<file path="config.mk">
export PLATFORM = sky130hd
export DESIGN_NAME = mmu_ctl_regs
export DESIGN_NICKNAME = d
export VERILOG_FILES = /design/src/rtl/mmu_ctl_pkg.sv /design/src/rtl/mmu_ctl_decode.sv /design/src/rtl/mmu_ctl_regfile.sv /design/src/rtl/mmu_ctl_window.sv /design/src/rtl/mmu_ctl_regs.sv
export SDC_FILE = /design/constraint.sdc
export NUM_CORES = 1
export LEC_CHECK = 0
export ABC_AREA = 1
export BUFFER_PORTS_ARGS = -buffer_cell sky130_fd_sc_hd__buf_4
export CORE_AREA = 10 10 155 157
export CTS_CLUSTER_DIAMETER = 150
export DETAILED_ROUTE_END_ITERATION = 7
export DIE_AREA = 0 0 165 167
export PLACE_DENSITY = 0.75
export SYNTH_ARGS = -nofsm -noshare
export SYNTH_HDL_FRONTEND = slang
export SYNTH_SLANG_ARGS = --single-unit
</file>
<file path="constraint.sdc">
create_clock -name clk -period 1.9 [get_ports clk]
set_clock_uncertainty 0.15 [all_clocks]
set_input_delay 0.095 -clock clk [delete_from_list [all_inputs] [get_ports clk]]
set_output_delay 0.095 -clock clk [all_outputs]
set_load 0.005 [all_outputs]
</file>
<file path="src/rtl/mmu_ctl_pkg.sv">
package mmu_ctl_pkg;
   localparam int DATA_W = 32;
   localparam int NREG   = 9;
   localparam int OFF_W  = 8;

   typedef enum logic [1:0] {
      SZ_BYTE = 2'd0,
      SZ_HALF = 2'd1,
      SZ_WORD = 2'd2,
      SZ_RSVD = 2'd3
   } acc_size_e;

   typedef enum logic [3:0] {
      RI_CTRL     = 4'd0,
      RI_PTE_HI   = 4'd1,
      RI_PTE_LO   = 4'd2,
      RI_PTE_AUX  = 4'd3,
      RI_TBL_BASE = 4'd4,
      RI_FAULT_VA = 4'd5,
      RI_TRAP     = 4'd6,
      RI_EXC_EVT  = 4'd7,
      RI_IRQ_EVT  = 4'd8
   } reg_idx_e;

   localparam logic [OFF_W-1:0] OFF_PVER = 8'h30;
   localparam logic [OFF_W-1:0] OFF_CVER = 8'h40;
   localparam logic [OFF_W-1:0] OFF_PREV = 8'h44;

   function automatic logic [OFF_W-1:0] reg_offset(input int idx);
      case (idx)
         0:       return 8'h00;
         1:       return 8'h04;
         2:       return 8'h08;
         3:       return 8'h0C;
         4:       return 8'h10;
         5:       return 8'h14;
         6:       return 8'h20;
         7:       return 8'h24;
         default: return 8'h28;
      endcase
   endfunction
endpackage

</file>
<file path="src/rtl/mmu_ctl_decode.sv">
module mmu_ctl_decode
   import mmu_ctl_pkg::*;
#(
   parameter logic [31:0] PROC_VER  = 32'h0,
   parameter logic [31:0] CACHE_VER = 32'h0,
   parameter logic [31:0] PROC_REV  = 32'h0
) (
   input  logic [OFF_W-1:0]  off,
   output logic              hit,
   output logic              ro,
   output logic [3:0]        idx,
   output logic [DATA_W-1:0] ro_data
);
   always_comb begin
      hit     = 1'b0;
      ro      = 1'b0;
      idx     = '0;
      ro_data = '0;
      for (int i = 0; i < NREG; i++) begin
         if (off == reg_offset(i)) begin
            hit = 1'b1;
            idx = 4'(i);
         end
      end
      case (off)
         OFF_PVER: begin hit = 1'b1; ro = 1'b1; ro_data = PROC_VER;  end
         OFF_CVER: begin hit = 1'b1; ro = 1'b1; ro_data = CACHE_VER; end
         OFF_PREV: begin hit = 1'b1; ro = 1'b1; ro_data = PROC_REV;  end
         default: ;
      endcase
   end
endmodule

</file>
<file path="src/rtl/mmu_ctl_regfile.sv">
module mmu_ctl_regfile
   import mmu_ctl_pkg::*;
#(
   parameter int TI_BIT = 2,
   parameter int ASID_W = 8,
   parameter int AUX_W  = 4,
   parameter int EVT_W  = 11
) (
   input  logic              clk,
   input  logic              rst,
   input  logic              wr_en,
   input  logic [3:0]        wr_idx,
   input  logic [DATA_W-1:0] wr_data,
   input  logic [3:0]        rd_idx,
   output logic [DATA_W-1:0] rd_data,
   output logic              inval_q,
   output logic              flush_q
);
   localparam int FLAT_W = NREG * DATA_W;

   if (TI_BIT < 0 || TI_BIT >= DATA_W) begin : g_bad_ti
      $error("TI_BIT outside the data word");
   end
   if (ASID_W < 1 || ASID_W > DATA_W) begin : g_bad_asid
      $error("ASID_W outside 1..DATA_W");
   end
   if (AUX_W < 1 || AUX_W > DATA_W || EVT_W < 1 || EVT_W > DATA_W) begin : g_bad_fields
      $error("field width outside 1..DATA_W");
   end

   function automatic logic [DATA_W-1:0] field_mask(input int i);
      logic [DATA_W-1:0] ones;
      ones = '1;
      case (i)
         int'(RI_CTRL):    return ~(DATA_W'(1) << TI_BIT);
         int'(RI_PTE_AUX): return ones >> (DATA_W - AUX_W);
         int'(RI_TRAP),
         int'(RI_EXC_EVT),
         int'(RI_IRQ_EVT): return ones >> (DATA_W - EVT_W);
         default:          return ones;
      endcase
   endfunction

   logic [FLAT_W-1:0] reg_flat;

   for (genvar i = 0; i < NREG; i++) begin : g_reg
      localparam logic [DATA_W-1:0] MASK = field_mask(i);
      logic [DATA_W-1:0] q;
      always_ff @(posedge clk) begin
         if (rst) begin
            q <= '0;
         end else if (wr_en && wr_idx == 4'(i)) begin
            q <= wr_data & MASK;
         end
      end
      assign reg_flat[i*DATA_W +: DATA_W] = q;
   end

   logic [ASID_W-1:0] asid_now;
   assign asid_now = reg_flat[int'(RI_PTE_HI)*DATA_W +: ASID_W];

   always_ff @(posedge clk) begin
      if (rst) begin
         inval_q <= 1'b0;
         flush_q <= 1'b0;
      end else begin
         inval_q <= wr_en && (wr_idx == RI_CTRL) && wr_data[TI_BIT];
         flush_q <= wr_en && (wr_idx == RI_PTE_HI) &&
                    (wr_data[ASID_W-1:0] != asid_now);
      end
   end

   always_comb begin
      rd_data = '0;
      for (int i = 0; i < NREG; i++) begin
         if (rd_idx == 4'(i)) rd_data = reg_flat[i*DATA_W +: DATA_W];
      end
   end

   assert_flush_on_asid_change_R3: assert property (@(posedge clk) disable iff (rst)
      flush_q |-> (asid_now != $past(asid_now)));

   assert_hold_without_write_R10: assert property (@(posedge clk) disable iff (rst)
      !wr_en |=> $stable(reg_flat));

   assert_inval_pulse_single_R12: assert property (@(posedge clk) disable iff (rst)
      (inval_q && !$past(wr_en)) |-> 1'b0);
endmodule

</file>
<file path="src/rtl/mmu_ctl_window.sv">
module mmu_ctl_window
   import mmu_ctl_pkg::*;
#(
   parameter int ADDR_W     = 27,
   parameter int REGION_LSB = 24
) (
   input  logic                  valid,
   input  logic                  write,
   input  logic                  win,
   input  logic [ADDR_W-1:0]     addr,
   input  logic [1:0]            size,
   output logic [3:0]            arr_sel,
   output logic                  arr_we,
   output logic [REGION_LSB-1:0] arr_addr,
   output logic                  is_tlb,
   output logic                  size_err
);
   localparam int NPORT = 4;

   logic [2:0] region;
   logic       word_ok;

   assign region   = addr[REGION_LSB +: 3];
   assign word_ok  = (size == SZ_WORD);
   assign size_err = valid && win && !word_ok;
   assign is_tlb   = region[1];
   assign arr_addr = addr[REGION_LSB-1:0];

   for (genvar k = 0; k < NPORT; k++) begin : g_port
      localparam logic [2:0] RG = 3'((k / 2) * 4 + 2 + (k % 2));
      assign arr_sel[k] = valid && win && word_ok && (region == RG);
   end

   assign arr_we = write && (|arr_sel);

   always_comb begin
      assert_sel_onehot_R7: assert ($onehot0(arr_sel));
      assert_sel_word_only_R9: assert (!(|arr_sel) || size == SZ_WORD);
      assert_cache_no_sel_R8: assert (region[1] || !(|arr_sel));
   end
endmodule

</file>
<file path="src/rtl/mmu_ctl_regs.sv">
module mmu_ctl_regs
   import mmu_ctl_pkg::*;
#(
   parameter int          ADDR_W     = 27,
   parameter int          REGION_LSB = 24,
   parameter int          TI_BIT     = 2,
   parameter int          ASID_W     = 8,
   parameter int          AUX_W      = 4,
   parameter int          EVT_W      = 11,
   parameter logic [31:0] PROC_VER   = 32'h0400_0000,
   parameter logic [31:0] CACHE_VER  = 32'h2000_0000,
   parameter logic [31:0] PROC_REV   = 32'h0000_0001
) (
   input  logic                  clk,
   input  logic                  rst,
   input  logic                  req_valid,
   input  logic                  req_write,
   input  logic                  req_win,
   input  logic [ADDR_W-1:0]     req_addr,
   input  logic [1:0]            req_size,
   input  logic [31:0]           req_wdata,
   output logic                  rsp_valid,
   output logic                  rsp_err,
   output logic [31:0]           rsp_rdata,
   output logic                  tlb_inval,
   output logic                  tlb_flush,
   output logic [3:0]            arr_sel,
   output logic                  arr_we,
   output logic [REGION_LSB-1:0] arr_addr,
   output logic [31:0]           arr_wdata,
   input  logic [31:0]           arr_rdata
);
   if (REGION_LSB < OFF_W) begin : g_bad_lsb
      $error("REGION_LSB must cover the control offset");
   end
   if (ADDR_W < REGION_LSB + 3) begin : g_bad_aw
      $error("ADDR_W too small for the region field");
   end

   logic              dec_hit, dec_ro;
   logic [3:0]        dec_idx;
   logic [31:0]       dec_ro_data;
   logic [31:0]       rf_rdata;
   logic              win_is_tlb, win_size_err;
   logic              ctl_err, req_err, reg_wr;
   logic [31:0]       rdata_nxt;

   mmu_ctl_decode #(
      .PROC_VER (PROC_VER),
      .CACHE_VER(CACHE_VER),
      .PROC_REV (PROC_REV)
   ) u_decode (
      .off    (req_addr[OFF_W-1:0]),
      .hit    (dec_hit),
      .ro     (dec_ro),
      .idx    (dec_idx),
      .ro_data(dec_ro_data)
   );

   mmu_ctl_window #(
      .ADDR_W    (ADDR_W),
      .REGION_LSB(REGION_LSB)
   ) u_window (
      .valid   (req_valid),
      .write   (req_write),
      .win     (req_win),
      .addr    (req_addr),
      .size    (req_size),
      .arr_sel (arr_sel),
      .arr_we  (arr_we),
      .arr_addr(arr_addr),
      .is_tlb  (win_is_tlb),
      .size_err(win_size_err)
   );

   assign arr_wdata = req_wdata;

   assign ctl_err = (req_size != SZ_WORD) || !dec_hit || (req_write && dec_ro);
   assign req_err = req_valid && (req_win ? win_size_err : ctl_err);
   assign reg_wr  = req_valid && req_write && !req_win && !ctl_err;

   mmu_ctl_regfile #(
      .TI_BIT(TI_BIT),
      .ASID_W(ASID_W),
      .AUX_W (AUX_W),
      .EVT_W (EVT_W)
   ) u_regfile (
      .clk    (clk),
      .rst    (rst),
      .wr_en  (reg_wr),
      .wr_idx (dec_idx),
      .wr_data(req_wdata),
      .rd_idx (dec_idx),
      .rd_data(rf_rdata),
      .inval_q(tlb_inval),
      .flush_q(tlb_flush)
   );

   always_comb begin
      rdata_nxt = '0;
      if (req_valid && !req_write && !req_err) begin
         if (req_win) rdata_nxt = win_is_tlb ? arr_rdata : '0;
         else         rdata_nxt = dec_ro ? dec_ro_data : rf_rdata;
      end
   end

   always_ff @(posedge clk) begin
      if (rst) begin
         rsp_valid <= 1'b0;
         rsp_err   <= 1'b0;
         rsp_rdata <= '0;
      end else begin
         rsp_valid <= req_valid;
         rsp_err   <= req_err;
         rsp_rdata <= rdata_nxt;
      end
   end

   assert_rsp_follows_req_R11: assert property (@(posedge clk) disable iff (rst)
      rsp_valid |-> $past(req_valid));

   assert_err_in_rsp_R11: assert property (@(posedge clk) disable iff (rst)
      rsp_err |-> rsp_valid);

   assert_strobe_needs_word_write_R10: assert property (@(posedge clk) disable iff (rst)
      (tlb_inval || tlb_flush) |->
         $past(req_valid && req_write && !req_win && req_size == SZ_WORD));

   assert_strobes_exclusive_R2: assert property (@(posedge clk) disable iff (rst)
      !(tlb_inval && tlb_flush));
endmodule

</file>
==> results_dict.tcl, run 1 <==
set metrics [dict create \
    status "finished, final reports clean" \
    die_h_um 167 \
    critPathRequiredTime_ns 2.15 \
    die_x_um 165 \
    synth_seq_area_share_pct 45.1 \
    final_max_slew_viol_count 0 \
    synth_top_area_cell "dfxtp_1" \
    io_buffers 162 \
    grt_usage_pct 21.0 \
    synth_top_area_share_pct 45.1 \
    area_growth_pct 32.8 \
    synth_fa_ha_area_share_pct 0 \
    start_util_pct 49.4 \
    hold_path_class "in -> reg" \
    crit_fanout 3 \
    timing.fmax_ghz 0.553 \
    grt_overflow_total 0 \
    synth_compound_area_share_pct 26.4 \
    synth_nets 1507 \
    holdWs_ns 0.0340 \
    setup_tns_ns 0 \
    critical_path_arrival_ns 2.05 \
    drc 0 \
    cts_tree "yes" \
    clk_path_buf_depth 3 \
    synth-xor-area-share_pct 0.340 \
    grt_max_degree 69 \
    wl_per_cell_um 15.9 \
    critPathLaunchType "primary input" \
    dpl-instance-area_um2 12000 \
    muxShareOfSynthArea_pct 0 \
    via_count 9934 \
    fin_crit_ns 1.81 \
    power_density_nw_per_um2 798 \
    dp_hpwl_um 19500 \
    clock-sinks 232 \
    drtPass1Iterations 5 \
    p_leak_uw 0.00534 \
    maxCapViolCount 0 \
    peakVddDrop_mv 0.718 \
    synth_common_cells "dfxtp_1 (232), a21oi_1 (225), o21ai_0 (214)" \
    endpoint_kind "flip-flop" \
    avgSynthCellArea_um2 7.30 \
    synth_cell_type_count 32 \
    synth.most_common_cell "dfxtp_1" \
    finalNonFillerCells 1902 \
    gp_congestion 0.907 \
    synth_top_family_by_area "compound AO/OA/AOI/OAI gates" \
    synth_area_um2 10300 \
    vias_per_cell 5.22 \
    antenna_found_initial 1 \
    dieArea_um2 27600 \
    antenna_left 0 \
    grt_pass1_vias 9638 \
    root_buffer "clkbuf_16" \
    worst_slew_pin_slew_ns 0.546 \
    cts_htree_levels 1 \
    worstSkewPairLatency_ns 0.51 \
    io_pins 195 \
    place_inst 1786 \
    final_area_um2 13700 \
    final-hold-violation-count 0 \
    core_area_um2 20800 \
    drive_gt1_share_pct 20.1 \
    crit_type "in -> reg" \
    rows 53 \
    ys_top_cells_by_area "dfxtp_1 (45%), a21oi_1 (11%), o21ai_0 (10%)" \
    ys.flop_type "dfxtp_1" \
    synth-warning-count 0 \
    grt_pass1_wl_um 48800 \
    async_flop_share_pct 0 \
    nets 1706 \
    synth_edf_count 0 \
    setup_viol 0 \
    routed_wl_um 30300 \
    synthCells 1409 \
    clkSlewWorstSetupHoldPaths_ns 0.06 \
    ys_ff_latch 232 \
    p_total_uw 10900 \
    cts_made_buffers 24 \
    finalCritPeriodShare_pct 95.2 \
    drt_iter0_drc 774 \
    yosys.area_share.simple_pct 13.3 \
    slew_headroom_pct 63.6 \
]
==> cells in the final DEF (no fill, tap or decap), drive strengths merged <==
cell	n
buf	249
dfxtp	232
a21oi	225
o21ai	223
inv	194
nand2	174
nor2	105
dlygate4sd3	71
clkbuf	34
o2111ai	26
nand3	26
o211ai	23
nor3	10
o22ai	7
nand4	5
bufinv	5
clkinv	5
xnor2	4
nand3b	3
diode	1
or2	1
o221ai	1
a311oi	1
o21a	1
clkinvlp	1
==> power by group <==
part	internal (uW)	switching, uW
combinational	394	396
clock	3310	1940
sequential	4870	2.57
==> repair_timing <==
item,4_1_cts,5_1_grt
buffers inserted,0,0
endpoints found under the hold margin,232,0
gates resized for setup,0,8
hold buffers,71,0
setup endpoints to repair,0,57
==> area by class of cell <==
type                    count  area [um^2]
fillers                  1717         7150
flip-flops and latches    232         4640
multi-input cells         835         4180
repair buffers            320         2870
inverters                 195          734
clock buffers              34          719
well taps                 275          344
clock inverters            10          178
diodes                      1         2.50
==> critical path, stage by stage <==
cell           delay [ns]
dlygate4sd3_1        0.55
buf_4                0.15
inv_1                0.07
nand2_1              0.07
a21oi_2              0.12
nand2_2              0.11
buf_4                0.15
nand3_1              0.07
buf_4                0.11
nor2_1               0.03
dlygate4sd3_1        0.54
==> path summary, 6_finish.rpt <==
path | startpoint | end | slack, ns | depth (start not counted)
min | req_addr[25] | rsp_rdata[1]$_SDFF_PP0_ | 0.03 | 6
max reg2reg | u_regfile.g_reg[1].q[0]$_SDFFE_PP0P_ | u_regfile.flush_q$_SDFF_PP0_ | 0.36 | 6
min reg2reg | u_regfile.g_reg[5].q[23]$_SDFFE_PP0P_ | u_regfile.g_reg[5].q[23]$_SDFFE_PP0P_ | 0.29 | 2
max | req_win | rsp_err$_SDFF_PP0_ | 0.09 | 11
==> metrics by stage <==
stage               setup WS, ns  util (%)
finish                    0.0921      65.7
global route             -0.0202      65.7
CTS                       0.0679      65.5
detailed placement        -0.364      57.8
global placement          -0.286      57.8
floorplan                 0.0183         -
==> cell families after synthesis <==
kind of cell / Yosys count
AND/OR/NAND/NOR: 324
flip-flops: 232
AO/OA/AOI/OAI: 507
XOR/XNOR: 4
buffers and inverters: 342
==> sequential cells by signal, summed over array words and instances, names as in the netlist <==
| register | count |
|---|---|
| rsp_err | 1 |
| u_regfile.flush_q | 1 |
| rsp_valid | 1 |
| u_regfile.g.q | 196 |
| u_regfile.inval_q | 1 |
| rsp_rdata | 32 |
==> per-layer routing <==
metal	GRT usage (%)	share of wire (%)
met1	26.4	43
met2	36.0	49
met3	3.21	6.7
met4	5.93	2.2
met5	0	0
(Power assumes the default switching activity.)
==> run 2, diff against run 1 <==
Settings changed: MAX_ROUTING_LAYER set to met4.
==> results_dict.tcl, run 2 (synthesis results as in run 1) <==
set metrics [dict create \
    status "finished, final reports clean" \
    drive_gt1_share_pct 20.1 \
    critical_path_arrival_ns 2.05 \
    worstSkewPairLatency_ns 0.51 \
    setup_slack_ns 0.0925 \
    drt_iter0_drc 859 \
    reg_top3 "u_regfile.g.q: 196 flops, rsp_rdata: 32 flops" \
    p_leak_uw 0.00534 \
    nets 1706 \
    path_cells "dlygate4sd3_1 > buf_4 > inv_1 > nand2_1 > a21oi_2 > nand2_2 > buf_4 > nand3_1 > buf_4 > nor2_1 > dlygate4sd3_1" \
    root_buffer "clkbuf_16" \
    die_h_um 167 \
    clock-sinks 232 \
    worst_slew_pin_slew_ns 0.538 \
    finalCritPeriodShare_pct 95.1 \
    via_count 9970 \
    setup_tns_ns 0 \
    slowest_delay_ns 0.55 \
    routed_wl_um 30300 \
    antenna_found_initial 1 \
    grt_pass1_vias 9648 \
    crit_fanout 3 \
    final-hold-violation-count 0 \
    maxCapViolCount 0 \
    cts_tree "yes" \
    final_cell_mix "dfxtp_1 (232), buf_4 (226), a21oi_1 (224)" \
    dieArea_um2 27600 \
    grt_pass1_wl_um 48800 \
    peakVddDrop_mv 0.716 \
    slew_headroom_pct 64.1 \
    drtPass1Iterations 5 \
    crit_family "buffers and inverters" \
    crit_type "in -> reg" \
    critPathLaunchType "primary input" \
    met1_usage_pct 26.6 \
    area_growth_pct 32.8 \
    fin_crit_ns 1.81 \
    postCtsSetupBuffers 0 \
    largest-register "u_regfile.g.q" \
    vias_per_cell 5.24 \
    wl_per_cell_um 15.9 \
    clk_path_buf_depth 3 \
    final_area_um2 13700 \
    io_pins 195 \
    rows 53 \
    grt_overflow_total 0 \
    cts_made_buffers 24 \
    antenna_left 0 \
    cpMaxStageDelayCell "dlygate4sd3_1" \
    preCtsSetupSlack_ns -0.364 \
    endpoint_kind "flip-flop" \
    dpl-instance-area_um2 12000 \
    grt.met3_usage_pct 3.01 \
    grt-busiest-layer "met2" \
    clkSlewWorstSetupHoldPaths_ns 0.06 \
    setup_viol 0 \
    critPathRequiredTime_ns 2.15 \
    io_buffers 162 \
    hold_path_class "in -> reg" \
    timing.fmax_ghz 0.553 \
    layout_commonest_cell "dfxtp_1" \
    core_area_um2 20800 \
    final_max_slew_viol_count 0 \
    crit_top_cell "buf_4" \
    cts_htree_levels 1 \
    path_buf_inv 6 \
    die_x_um 165 \
    largest_reg_flops 196 \
    drc 0 \
    grt_max_degree 69 \
    power_density_nw_per_um2 798 \
    gp_congestion 0.923 \
    met2_usage_pct 36.0 \
    dp_hpwl_um 19500 \
    grt_usage_pct 21.6 \
    start_util_pct 49.4 \
    fillerInstances 1717 \
]
-- run 2: tightest hold or removal path, cell delays in order --
cell and delay, ns:
buf_4 0.12, nand2_1 0.06, inv_1 0.05, buf_4 0.18, nand2_1 0.07, a21oi_1 0.05
-- run 2: through the flow --
stage | utilization, % | total power (uW) | hold slack (ns) | instances
6_report | 65.7 | 10900 | 0.0338 | 1902
5_1_grt | 65.7 | 11200 | 0.0400 | 1902
4_1_cts | 65.5 | 10900 | 0.0235 | 1901
3_5_place_dp | 57.8 | 5640 | 0.0400 | 1786
3_3_place_gp | 57.8 | 5630 | 0.0400 | 1786
2_1_floorplan | - | 5320 | 0.0174 | 1409
-- run 2: final cells by class --
type | count | area, um^2 | share of cell area [%]
diodes | 1 | 2.50 | 0.0183
clock buffers | 34 | 719 | 5.26
clock inverters | 10 | 178 | 1.30
inverters | 195 | 734 | 5.37
multi-input cells | 835 | 4180 | 30.6
flip-flops and latches | 232 | 4640 | 34.0
well taps | 275 | 344 | 2.52
repair buffers | 320 | 2870 | 21.0
-- run 2: power by group --
part	leakage (uW)	switching [uW]	total (uW)	internal (uW)
clock	0.000441	1930	5240	3310
sequential	0.00187	2.55	4870	4870
combinational	0.00303	396	790	394
total	0.00534	2330	10900	8580
-- run 2: routing by layer --
layer,routed length [um],up-vias
met1,13100,4639
li1,-,4981
met2,14700,307
met4,643,0
met3,1820,43
met5,0,-
-- run 2: timing repair --
| action | 4_1_cts | 5_1_grt |
|---|---|---|
| endpoints found under the hold margin | 232 | 0 |
| resized for setup | 0 | 8 |
| endpoints found under the setup margin | 0 | 56 |
| hold buffers | 71 | 0 |
-- run 2: worst paths after layout --
| check | startpoint | endpoint | slack [ns] | cells after the start |
|---|---|---|---|---|
| max | req_win | rsp_err$_SDFF_PP0_ | 0.09 | 11 |
| min | req_addr[25] | rsp_rdata[1]$_SDFF_PP0_ | 0.03 | 6 |
| max reg2reg | u_regfile.g_reg[1].q[0]$_SDFFE_PP0P_ | u_regfile.flush_q$_SDFF_PP0_ | 0.36 | 6 |
| min reg2reg | u_regfile.g_reg[5].q[23]$_SDFFE_PP0P_ | u_regfile.g_reg[5].q[23]$_SDFFE_PP0P_ | 0.29 | 2 |
